[config.mk]
export PLATFORM = sky130hd
export DESIGN_NAME = flag_branch_alu
export DESIGN_NICKNAME = d
export VERILOG_FILES = /design/src/rtl/alu_cc_pkg.sv /design/src/rtl/alu_cc_exec.sv /design/src/rtl/alu_cc_flagreg.sv /design/src/rtl/alu_cc_cond.sv /design/src/rtl/flag_branch_alu.sv
export SDC_FILE = /design/constraint.sdc
export NUM_CORES = 1
export LEC_CHECK = 0
export BUFFER_PORTS_ARGS = -buffer_cell sky130_fd_sc_hd__buf_4
export CAP_MARGIN = 30
export CORE_MARGIN = 2
export CORE_UTILIZATION = 45
export CTS_BUF_LIST = sky130_fd_sc_hd__clkbuf_8
export CTS_CLUSTER_SIZE = 40
export DETAILED_ROUTE_END_ITERATION = 12
export PLACE_DENSITY = 0.73
export SLEW_MARGIN = 20
export SYNTH_ARGS = -nofsm -noshare
export SYNTH_HDL_FRONTEND = slang
export SYNTH_HIERARCHICAL = 1
export SYNTH_SLANG_ARGS = --single-unit
[constraint.sdc]
create_clock -name clk -period 10.2 [get_ports clk]
set_clock_uncertainty 0.05 [all_clocks]
set_input_delay 1.53 -clock clk [delete_from_list [all_inputs] [get_ports clk]]
set_output_delay 1.53 -clock clk [all_outputs]
set_load 0.02 [all_outputs]
[src/rtl/alu_cc_pkg.sv]
package alu_cc_pkg;

  localparam int OP_W  = 3;
  localparam int SEL_W = 4;
  localparam int NCOND = 11;

  typedef enum logic [OP_W-1:0] {
    OP_ADD = 3'd0,
    OP_SUB = 3'd1,
    OP_AND = 3'd2,
    OP_OR  = 3'd3,
    OP_XOR = 3'd4,
    OP_CMP = 3'd5,
    OP_TST = 3'd6,
    OP_RSV = 3'd7
  } alu_op_e;

  typedef enum logic [SEL_W-1:0] {
    CC_ALW  = 4'd0,
    CC_EQ   = 4'd1,
    CC_NE   = 4'd2,
    CC_NEG  = 4'd3,
    CC_NNEG = 4'd4,
    CC_GT   = 4'd5,
    CC_GE   = 4'd6,
    CC_LT   = 4'd7,
    CC_LE   = 4'd8,
    CC_ABV  = 4'd9,
    CC_BLW  = 4'd10
  } cc_sel_e;

  typedef struct packed {
    logic z;
    logic s;
    logic c;
    logic v;
  } cc_flags_t;

endpackage

[src/rtl/alu_cc_exec.sv]
module alu_cc_exec
  import alu_cc_pkg::*;
#(
  parameter int W = 32
) (
  input  logic [W-1:0]    a,
  input  logic [W-1:0]    b,
  input  logic [OP_W-1:0] op,
  output logic [W-1:0]    val,
  output logic            wr,
  output logic            upd_ok,
  output cc_flags_t       nxt
);

  localparam int MSB = W - 1;

  logic [W:0]   sum_ext;
  logic [W:0]   dif_ext;
  logic [W-1:0] and_v;
  logic         add_ov;
  logic         sub_ov;

  always_comb begin
    sum_ext = {1'b0, a} + {1'b0, b};
    dif_ext = {1'b0, a} - {1'b0, b};
    and_v   = a & b;
    add_ov  = (a[MSB] == b[MSB]) && (sum_ext[MSB] != a[MSB]);
    sub_ov  = (a[MSB] != b[MSB]) && (dif_ext[MSB] != a[MSB]);
  end

  always_comb begin
    val    = '0;
    wr     = 1'b0;
    upd_ok = 1'b1;
    nxt.c  = 1'b0;
    nxt.v  = 1'b0;
    unique case (alu_op_e'(op))
      OP_ADD: begin
        val   = sum_ext[W-1:0];
        wr    = 1'b1;
        nxt.c = sum_ext[W];
        nxt.v = add_ov;
      end
      OP_SUB: begin
        val   = dif_ext[W-1:0];
        wr    = 1'b1;
        nxt.c = dif_ext[W];
        nxt.v = sub_ov;
      end
      OP_AND: begin
        val = and_v;
        wr  = 1'b1;
      end
      OP_OR: begin
        val = a | b;
        wr  = 1'b1;
      end
      OP_XOR: begin
        val = a ^ b;
        wr  = 1'b1;
      end
      OP_CMP: begin
        val   = dif_ext[W-1:0];
        nxt.c = dif_ext[W];
        nxt.v = sub_ov;
      end
      OP_TST: begin
        val = and_v;
      end
      default: begin
        upd_ok = 1'b0;
      end
    endcase
    nxt.z = ~|val;
    nxt.s = val[MSB];
  end

endmodule

[src/rtl/alu_cc_flagreg.sv]
module alu_cc_flagreg
  import alu_cc_pkg::*;
(
  input  logic      clk,
  input  logic      rst,
  input  logic      we,
  input  cc_flags_t d,
  output cc_flags_t q
);

  always_ff @(posedge clk) begin
    if (rst) begin
      q <= '0;
    end else if (we) begin
      q <= d;
    end
  end

endmodule

[src/rtl/alu_cc_cond.sv]
module alu_cc_cond
  import alu_cc_pkg::*;
(
  input  cc_flags_t        fl,
  input  logic [SEL_W-1:0] sel,
  output logic             taken
);

  localparam int NSEL = 1 << SEL_W;

  logic [NCOND-1:0] hit;
  logic [NSEL-1:0]  table_v;
  logic             lt_s;

  always_comb begin
    lt_s         = fl.s ^ fl.v;
    hit          = '0;
    hit[CC_ALW]  = 1'b1;
    hit[CC_EQ]   = fl.z;
    hit[CC_NE]   = ~fl.z;
    hit[CC_NEG]  = fl.s;
    hit[CC_NNEG] = ~fl.s;
    hit[CC_GT]   = ~lt_s & ~fl.z;
    hit[CC_GE]   = ~lt_s;
    hit[CC_LT]   = lt_s;
    hit[CC_LE]   = lt_s | fl.z;
    hit[CC_ABV]  = ~fl.c & ~fl.z;
    hit[CC_BLW]  = fl.c;
  end

  for (genvar gi = 0; gi < NSEL; gi++) begin : g_sel
    if (gi < NCOND) begin : g_used
      assign table_v[gi] = hit[gi];
    end else begin : g_unused
      assign table_v[gi] = 1'b0;
    end
  end

  assign taken = table_v[sel];

endmodule

[src/rtl/flag_branch_alu.sv]
module flag_branch_alu
  import alu_cc_pkg::*;
#(
  parameter int DATA_W = 32
) (
  input  logic              clk,
  input  logic              rst,
  input  logic [DATA_W-1:0] opnd_a,
  input  logic [DATA_W-1:0] opnd_b,
  input  logic [2:0]        op_code,
  input  logic              flags_we,
  input  logic [3:0]        cond_sel,
  output logic [DATA_W-1:0] result,
  output logic              result_we,
  output logic              zf,
  output logic              sf,
  output logic              cf,
  output logic              ovf,
  output logic              branch_taken
);

  logic [DATA_W-1:0] ex_val;
  logic              ex_wr;
  logic              ex_upd;
  cc_flags_t         ex_fl;
  cc_flags_t         fl_q;

  alu_cc_exec #(.W(DATA_W)) u_exec (
    .a      (opnd_a),
    .b      (opnd_b),
    .op     (op_code),
    .val    (ex_val),
    .wr     (ex_wr),
    .upd_ok (ex_upd),
    .nxt    (ex_fl)
  );

  alu_cc_flagreg u_flags (
    .clk (clk),
    .rst (rst),
    .we  (flags_we & ex_upd),
    .d   (ex_fl),
    .q   (fl_q)
  );

  alu_cc_cond u_cond (
    .fl    (fl_q),
    .sel   (cond_sel),
    .taken (branch_taken)
  );

  always_ff @(posedge clk) begin
    if (rst) begin
      result    <= '0;
      result_we <= 1'b0;
    end else begin
      result_we <= ex_wr;
      if (ex_wr) begin
        result <= ex_val;
      end
    end
  end

  assign zf  = fl_q.z;
  assign sf  = fl_q.s;
  assign cf  = fl_q.c;
  assign ovf = fl_q.v;

endmodule

==> flow_summary_export.csv, run 1 <==
group,metric,value,unit
detailed_routing,finalWirelength,24100,um
synth,synth-seq-cells,37,
die,die-area,0.0168,mm2
synth,synth_warnings,6,
hold_path,hold_class,"reg2reg",
clock_tree,cts_hold_buffers,0,
power_and_ir_drop,leakage,3.79,nW
synth,seq_area_frac_synth,10.4,%
detailed_routing,first_pass_iters,7,
critical_path,r2r_slack,9310,ps
critical_path,rr_startpoint,"u_flags/q[2]",
die,start_util,46.5,%
detailed_routing,route.detailed.drc,0,
detailed_routing,via_per_inst,6.18,
timing,slew_headroom,37.0,%
critical_path,rr_worst_depth,2,
global_routing,antenna_found_initial,0,
placement,dp_hpwl,18400,um
timing,slew_viol_final,0,
synth,syn-num-nets,1180,
clock_tree,post_cts_buffers,0,
clock_tree,clk_path_buf_depth,2,
timing,fin_ws,4420,ps
placement,io_buffers,111,
critical_path,crit_type,"in2reg",
timing,setup_tns,0,ps
die,core_area,0.0153,mm2
clock_tree,cts_buffers,5,
timing,hold_violations,0,
clock_tree,clock_sinks,37,
clock_tree,cts_tree,"done",
synth,synth.area.top_cells,"ha_1 (18%), dfxtp_1 (10%), a21oi_1 (7.1%), mux2i_1 (5.8%), nor2_1 (5.4%)",
run,cap_violations,0,
synth,synth_cell_types,92,
timing,rsz0062_at_grt,"false",
clock_tree,clock-root-buffer,"clkbuf_8",
placement,pre_cts_ws,4260,ps
critical_path,start_kind,"primary input",
global_routing,overflow,0,
clock_tree,post_cts_resized,0,
hold_path,hold_path.startpoint,"result[20]",
synth,synth_area_leader_cell,"ha_1",
layout,fin_nets,1237,
die,pin_count,112,
detailed_routing,dr_total_vias,7861,
die,fp.dieH,130,um
synth,yosysTopAreaCellShare,17.9,%
layout,area_delta_synth_final,12.5,%
placement,post_dp_cell_area,0.00791,mm2
timing,fin_crit_sh,56.6,%
die,die_x,130,um
global_routing,grt_usage,27.9,%
timing,tightest_slew,934,ps
power_and_ir_drop,powerDensity,89.5,mW/mm2
clock_tree,clkTransAtPathRegs,90,ps
global_routing,grt_pass1_wl,37800,um
hold_path,min_to,"result[20]",
placement,place_congestion,0.981,
detailed_routing,drt_iter0_drc,1032,
layout,diodes,0,
synth,syn_inst,1002,
timing,fin_crit,5780,ps
timing,max_freq,173,MHz
power_and_ir_drop,ir_worst_vdd,0.0000462,V
status,status,"completed",
detailed_routing,wl_per_cell,18.9,um
timing,setup_viol,0,
synth,synth_edf_count,0,
die,core.rowCount,45,
synth,postSynth.asyncResetShare,0,%
layout,fin_area,0.00800,mm2
hold_path,min_path_cells,2,
detailed_routing,antenna_left,0,
global_routing,grt_pass1_vias,7182,
critical_path,crit_path_end_kind,"flop",
critical_path,arrival,5980,ps
critical_path,critPathRequiredTime,10400,ps
layout,drive_above_1_share,14.4,%
clock_tree,htreeDepth,2,
critical_path,path_max_fanout,11,
synth,avgSynthCellArea,7.10,um2
critical_path,r2r-end,"u_flags/q[2]",
clock_tree,clock_latency,300,ps
global_routing,grt_max_degree,58,
synth,synthFlopType,"dfxtp_1",
synth,synth_area,0.00711,mm2
==> Yosys cell counts, types with 5 or more instances <==
cell	count
nand3_1	24
ha_1	102
o31ai_1	20
a21oi_1	101
nand4_1	13
nor4_1	8
a31oi_1	9
o21ai_0	37
mux2i_1	41
o21bai_1	10
a211oi_1	9
inv_2	5
o211ai_1	11
buf_4	7
dfxtp_1	37
xnor2_1	7
buf_2	10
inv_1	95
nor2b_1	9
a211o_1	5
o21ai_1	5
or4_1	7
a221oi_1	8
a21o_1	14
a221o_1	6
nand2_1	75
o2bb2ai_1	16
o22ai_1	7
nor3_1	18
nor2_1	103
nand2b_1	12
clkbuf_1	39
and3_1	8
==> state kept, by name, summed over array words and instances (netlist names) <==
signal	flops
u_flags/q	4
result_we	1
result	32
==> cells by family after synthesis <==
kind of cell / Yosys count / synth area share (%)
compound gates: 328 / 31.9
buf+inv: 168 / 10.4
simple gates: 313 / 21.6
fa+ha+maj: 104 / 18.5
xor+xnor: 10 / 1.23
flops: 37 / 10.4
mux: 42 / 5.93
==> layout make-up <==
class                   instances  area [um2]
multi-input cells             797        5630
fillers                      1554        7310
clock inverters                 3        21.3
well taps                     211         264
repair buffers                118         898
inverters                     100         375
flip-flops and latches         37         741
clock buffers                   5        68.8
==> metal layers <==
layer / GRT usage [%] / vias up / share of wire, %
met4: 8.73 / 0 / 3.2
met2: 44.7 / 403 / 45
met1: 38.3 / 3645 / 43
met5: 0 / - / 0
met3: 4.96 / 67 / 8.9
li1: - / 3746 / -
==> layout by cell type, fill, tap and decap left out, drive strengths merged, types with 10 or more instances in the layout <==
| cell type | Yosys | routed |
|---|---|---|
| a21o | 14 | 14 |
| a21oi | 101 | 101 |
| buf | 27 | 118 |
| dfxtp | 37 | 37 |
| ha | 102 | 102 |
| inv | 100 | 101 |
| mux2i | 41 | 41 |
| nand2 | 75 | 75 |
| nand2b | 12 | 12 |
| nand3 | 24 | 24 |
| nand4 | 13 | 13 |
| nor2 | 105 | 105 |
| nor3 | 19 | 19 |
| nor4 | 10 | 10 |
| o211ai | 11 | 11 |
| o21ai | 44 | 44 |
| o21bai | 10 | 10 |
| o2bb2ai | 16 | 16 |
| o31ai | 22 | 22 |
==> worst max-delay path, cell delays in order <==
cell and delay, ps:
buf_4 80, inv_1 50, ha_1 480, nor2_1 100
a221oi_1 650, a21oi_1 150, nor3b_1 560, o21ai_0 180
a21oi_1 230, nand3_1 160, nor4_1 370, or4b_1 460
or4_1 510, nor4_2 240, mux2i_1 140, nor2_1 100
==> worst max-delay path by stage <==
stage	start	endpoint	slack, ps	depth (start not counted)
floorplan	opnd_a[0]	u_flags/q[3]	4910	17
global placement	opnd_a[0]	u_flags/q[3]	4380	16
detailed placement	opnd_a[0]	u_flags/q[3]	4260	16
CTS	opnd_a[0]	u_flags/q[3]	4580	16
global route	opnd_b[4]	u_flags/q[3]	4170	16
finish	opnd_b[4]	u_flags/q[3]	4420	16
==> power breakdown <==
| part | switching (W) | leakage, nW | internal [W] |
|---|---|---|---|
| logic | 0.000269 | 3.44 | 0.000165 |
| registers | 0.0000108 | 0.305 | 0.000159 |
| clock network | 0.0000643 | 0.0445 | 0.0000486 |
==> metrics by stage <==
stage	util, %	total power, W	instances	hold slack (ps)
finish	52.2	0.000716	1271	449
CTS	52.2	0.000705	1271	454
detailed placement	51.7	0.000594	1263	433
floorplan	-	0.000464	1002	533
global route	52.2	0.000762	1271	486
global placement	51.5	0.000592	1262	428
Power figures use the tool's default switching activity.
==> run 2, diff against run 1 <==
==> constraint.sdc (replaced) <==
create_clock -name clk -period 5.6 [get_ports clk]
set_clock_uncertainty 0.05 [all_clocks]
set_input_delay 0.84 -clock clk [delete_from_list [all_inputs] [get_ports clk]]
set_output_delay 0.84 -clock clk [all_outputs]
set_load 0.02 [all_outputs]
==> run 2 against run 1 <==
Critical path type unchanged. Sequential share of layout area is 0.095 points lower. Power is 83% higher. Largest cell class unchanged. Routed wire length is 0.64% higher. Sequential power is 82% higher. First-iteration DRC count is 5.7% higher. Worst setup slack worse by 3700 ps. Flip-flop and latch count stayed put.
==> flow_summary_export.csv, run 2 (same netlist as run 1, synthesis figures left out) <==
group,metric,value,unit
timing,hold_slack,447,ps
global_routing,grt_pass1_vias,7518,
layout,final_util,52.8,%
timing,tightest_slew,970,ps
timing,setup_viol,0,
die,die-area,0.0168,mm2
power_and_ir_drop,power.total,0.00131,W
detailed_routing,finalWirelength,24200,um
global_routing,grt_pass1_wl,38400,um
clock_tree,post_cts_buffers,0,
critical_path,path_max_fanout,6,
global_routing,overflow,0,
die,start_util,46.5,%
clock_tree,clock_sinks,37,
hold_path,hold_path.startpoint,"result[0]",
hold_path,hold_class,"reg2reg",
clock_tree,cts_buffers,5,
status,status,"completed",
global_routing,grt_max_degree,38,
placement,io_buffers,111,
detailed_routing,antenna_left,0,
run,cap_violations,0,
layout,largest_register_ffs,32,
critical_path,cp_cell_sequence,"buf_4 > ha_1 > fa_1 > a21o_1 > a221o_1 > nand4_1 > and3_1 > o32a_1 > o21ai_2 > or4b_1 > nor4_1 > or4b_1 > or4_1 > nor4_2 > mux2i_1 > nor2_1",
timing,slew_viol_final,0,
critical_path,crit_path_end_kind,"flop",
critical_path,arrival,5080,ps
detailed_routing,route.detailed.drc,0,
layout,diodes,0,
timing,fin_crit_sh,87.2,%
critical_path,cp_slowest_stage_delay,530,ps
power_and_ir_drop,powerDensity,162,mW/mm2
global_routing,grt_usage,28.2,%
layout,drive_above_1_share,15.3,%
clock_tree,post_cts_resized,0,
clock_tree,cts_tree,"done",
clock_tree,clock_latency,290,ps
clock_tree,clkTransAtPathRegs,100,ps
timing,slew_headroom,34.5,%
critical_path,critPathRequiredTime,5800,ps
die,fp.dieH,130,um
power_and_ir_drop,ir_worst_vdd,0.0000984,V
critical_path,critPathSlowestCell,"or4b_1",
critical_path,cp-startpoint,"opnd_a[0]",
timing,fin_crit,4880,ps
die,core.rowCount,45,
layout,final_common_cell,"buf_4",
layout,fin_nets,1248,
detailed_routing,drt_iter0_drc,1091,
layout,registers.top_by_ff_count,"result",
critical_path,rr_startpoint,"u_flags/q[0]",
placement,place_congestion,0.991,
detailed_routing,via_per_inst,6.22,
die,die_x,130,um
detailed_routing,wl_per_cell,18.9,um
clock_tree,htreeDepth,2,
timing,rsz0062_at_grt,"false",
layout,area_delta_synth_final,13.6,%
clock_tree,clk_path_buf_depth,2,
timing,setup_tns,0,ps
layout,reg.largest.list,"result: 32 flops, u_flags/q: 4 flops, result_we: 1 flops",
global_routing,antenna_found_initial,0,
timing,max_freq,205,MHz
detailed_routing,dr_total_vias,7979,
die,core_area,0.0153,mm2
power_and_ir_drop,leakage,3.85,nW
clock_tree,cts_hold_buffers,0,
critical_path,crit_top_cell,"or4b_1",
die,pin_count,112,
timing,hold_violations,0,
critical_path,r2r_slack,4740,ps
clock_tree,clock-root-buffer,"clkbuf_8",
critical_path,start_kind,"primary input",
placement,dp_hpwl,18600,um
detailed_routing,first_pass_iters,6,
layout,layout_common_cells,"buf_4 (128), nor2_1 (103), ha_1 (102)",
critical_path,crit_type,"in2reg",
-- run 2: cell types whose count changed in the layout (fill, tap and decap cells not counted), sizes merged --
cell | before | now
buf | 118 | 129
-- run 2: per-stage QoR --
stage	cells	worst slack, ps	instance area, um2
6_report	1282	716	8080
5_1_grt	1282	531	8080
4_1_cts	1282	769	8080
3_5_place_dp	1274	490	7990
3_3_place_gp	1273	534	7970
2_1_floorplan	1002	997	7110
-- run 2: final timing paths --
kind	endpoint	cells after the start
worst max-delay path	u_flags/q[3]	16
worst min-delay path	result[0]	2
worst max register to register	u_flags/q[0]	2
worst min register to register	result[0]	2
-- run 2: area by class of cell --
type / instances / area [um2]
Timing Repair Buffer: 129 / 981
Multi-Input combinational cell: 797 / 5630
Clock buffer: 5 / 68.8
Clock inverter: 3 / 21.3
Tap cell: 211 / 264
Fill cell: 1570 / 7230
Inverter: 100 / 375
Sequential cell: 37 / 741
-- run 2: layer usage --
metal	GRT usage [%]	share of wire, %	up-vias
li1	-	-	3764
met1	37.8	42	3661
met2	45.1	44	469
met3	4.14	9.2	85
met4	12.6	4.5	0
met5	0	0	-
-- run 2: power by group --
part | total [W] | internal, W | switching, W
Clock | 0.000201 | 0.0000885 | 0.000112
Combinational | 0.000801 | 0.000307 | 0.000493
Sequential | 0.000309 | 0.000290 | 0.0000193
-- run 2: critical path: cells and delay by family --
kind | cells | cell delay [ps]
muxes | 1 | 110
adders and majority gates | 2 | 650
AOI/OAI and AO/OA | 4 | 870
buffers and inverters | 1 | 110
and+or+nand+nor | 8 | 2470
==> run 3, diff against run 2 <==
--- a/config.mk
+++ b/config.mk
@@ -7,12 +7,14 @@
 export LEC_CHECK = 0
 export BUFFER_PORTS_ARGS = -buffer_cell sky130_fd_sc_hd__buf_4
 export CAP_MARGIN = 30
+export CELL_PAD_IN_SITES_DETAIL_PLACEMENT = 0
+export CELL_PAD_IN_SITES_GLOBAL_PLACEMENT = 2
 export CORE_MARGIN = 2
-export CORE_UTILIZATION = 45
+export CORE_UTILIZATION = 34
 export CTS_BUF_LIST = sky130_fd_sc_hd__clkbuf_8
 export CTS_CLUSTER_SIZE = 40
 export DETAILED_ROUTE_END_ITERATION = 12
-export PLACE_DENSITY = 0.73
+export PLACE_DENSITY = 0.92
 export SLEW_MARGIN = 20
 export SYNTH_ARGS = -nofsm -noshare
 export SYNTH_HDL_FRONTEND = slang
==> run 3 against run 2 <==
Global-route usage is 5.2 points lower. Core utilization shrank 12 points. Combinational power grew 2%. Final area is 1.7% higher. Register-to-register slack better by 20 ps. Critical path depth is the same. Flip-flop and latch count unchanged. Via count decreased by 1.8%. Power up 1.8%. Critical endpoint unchanged. Highest routed layer unchanged.
==> flow_summary_export.csv, run 3 (same netlist as run 1, synthesis figures left out) <==
group,metric,value,unit
critical_path,rr_worst_depth,2,
clock_tree,clock-root-buffer,"clkbuf_8",
critical_path,rr_startpoint,"u_flags/q[2]",
power_and_ir_drop,ir_worst_vdd,0.000102,V
timing,hold_slack,455,ps
clock_tree,cts_tree,"done",
die,pin_count,112,
layout,final_common_cell,"buf_4",
layout,drive_above_1_share,16.0,%
detailed_routing,first_pass_iters,5,
timing,tightest_slew,865,ps
status,status,"completed",
detailed_routing,finalWirelength,26300,um
detailed_routing,wl_met3,2040,um
global_routing,grt_usage,23.1,%
timing,fin_crit,4870,ps
hold_path,min_path_cells,2,
detailed_routing,top_layer,"met4",
global_routing,grt_pass1_wl,41000,um
die,core.rowCount,52,
clock_tree,cts_buffers,5,
global_routing,grt_max_degree,39,
critical_path,cp_cell_sequence,"buf_4 > ha_1 > fa_1 > a21o_1 > a221o_1 > nand4_1 > and3_1 > o32a_1 > o21ai_2 > or4b_1 > nor4_1 > or4b_1 > or4_1 > nor4_2 > mux2i_1 > nor2_1",
clock_tree,post_cts_buffers,0,
critical_path,start_kind,"primary input",
detailed_routing,drt_iter0_drc,776,
power_and_ir_drop,powerDensity,162,mW/mm2
placement,io_buffers,111,
clock_tree,clock_sinks,37,
layout,layout_common_cells,"buf_4 (137), nor2_1 (103), ha_1 (102)",
timing,slew_viol_final,0,
layout,area_delta_synth_final,15.6,%
detailed_routing,dr_total_vias,7839,
placement,pre_cts_ws,467,ps
layout,reg.largest.list,"result: 32 flops, u_flags/q: 4 flops, result_we: 1 flops",
hold_path,hold_class,"reg2reg",
timing,slew_headroom,41.6,%
timing,fin_ws,733,ps
critical_path,cp_slowest_stage_delay,540,ps
critical_path,critPathBufInv,1,
critical_path,critPathSlowestCell,"or4b_1",
layout,final.fill_count,2188,
timing,rsz0062_at_grt,"false",
layout,registers.top_by_ff_count,"result",
critical_path,crit_top_cell,"or4b_1",
layout,seqCellArea,741,um2
detailed_routing,via_per_inst,5.81,
timing,fin_crit_sh,86.9,%
die,die_x,149,um
critical_path,critPathRequiredTime,5800,ps
clock_tree,clk_path_buf_depth,2,
critical_path,worst-path-stages,16,
hold_path,hold_path.startpoint,"result[21]",
run,cap_violations,0,
detailed_routing,route.detailed.drc,0,
critical_path,r2r_slack,4760,ps
placement,place_congestion,0.971,
power_and_ir_drop,leakage,3.89,nW
global_routing,grt_pass1_vias,7467,
critical_path,path_max_fanout,6,
global_routing,antenna_found_initial,0,
power_and_ir_drop,power.total,0.00133,W
timing,hold_violations,0,
critical_path,crit_path_end_kind,"flop",
detailed_routing,antenna_left,0,
global_routing,overflow,0,
critical_path,r2r-end,"u_flags/q[2]",
die,die-area,0.0221,mm2
detailed_routing,met1Wirelength,11500,um
clock_tree,clkTransAtPathRegs,100,ps
placement,dp_hpwl,20700,um
clock_tree,htreeDepth,2,
layout,multi_input_area,0.00563,mm2
timing,setup_tns,0,ps
die,start_util,34.9,%
timing,max_freq,205,MHz
detailed_routing,dr_wl_met2,12000,um
critical_path,crit_type,"in2reg",
critical_path,arrival,5070,ps
layout,fin_nets,1257,
layout,final_util,40.4,%
timing,setup_viol,0,
critical_path,cp-startpoint,"opnd_a[0]",
layout,diodes,0,
clock_tree,post_cts_resized,0,
critical_path,path_delay_family,"simple AND/OR/NAND/NOR gates",
die,core_area,0.0204,mm2
clock_tree,clock_latency,290,ps
die,fp.dieH,149,um
layout,largest_register_ffs,32,
critical_path,cp-endpoint,"u_flags/q[3]",
detailed_routing,wl_per_cell,19.5,um
clock_tree,cts_hold_buffers,0,
-- run 3: how the worst min path moves through the flow --
stage            endpoint
3_3_place_gp   result[17]
2_1_floorplan  result[29]
3_5_place_dp   result[21]
4_1_cts        result[21]
5_1_grt        result[21]
6_report       result[21]
-- run 3: area by class of cell --
cell class | count | area share, %
multi-input cells | 797 | 68.5
repair buffers | 138 | 12.7
flip-flops and latches | 37 | 9.01
inverters | 100 | 4.56
well taps | 270 | 4.11
clock buffers | 5 | 0.837
clock inverters | 3 | 0.259
-- run 3: power by group --
group | leakage, nW | internal, W | switching [W]
logic | 3.54 | 0.000314 | 0.000502
clock network | 0.0445 | 0.0000887 | 0.000120
registers | 0.305 | 0.000290 | 0.0000197
total | 3.89 | 0.000692 | 0.000642
-- run 3: through the flow --
step | cell area, um2 | cells
6_report | 8230 | 1350
5_1_grt | 8230 | 1350
4_1_cts | 8230 | 1350
3_5_place_dp | 8140 | 1342
3_3_place_gp | 8120 | 1341
2_1_floorplan | 7110 | 1002
-- run 3: metal layers --
| metal | global-route usage, % | up-vias |
|---|---|---|
| li1 | - | 3777 |
| met1 | 31.8 | 3659 |
| met2 | 38.2 | 351 |
| met3 | 2.06 | 52 |
| met4 | 6.90 | 0 |
| met5 | 0 | - |
-- run 3: tightest hold or removal path, cell delays in order (launching register included) --
cell and delay [ps]:
dfxtp_1 340, mux2i_1 60, nor2_1 70
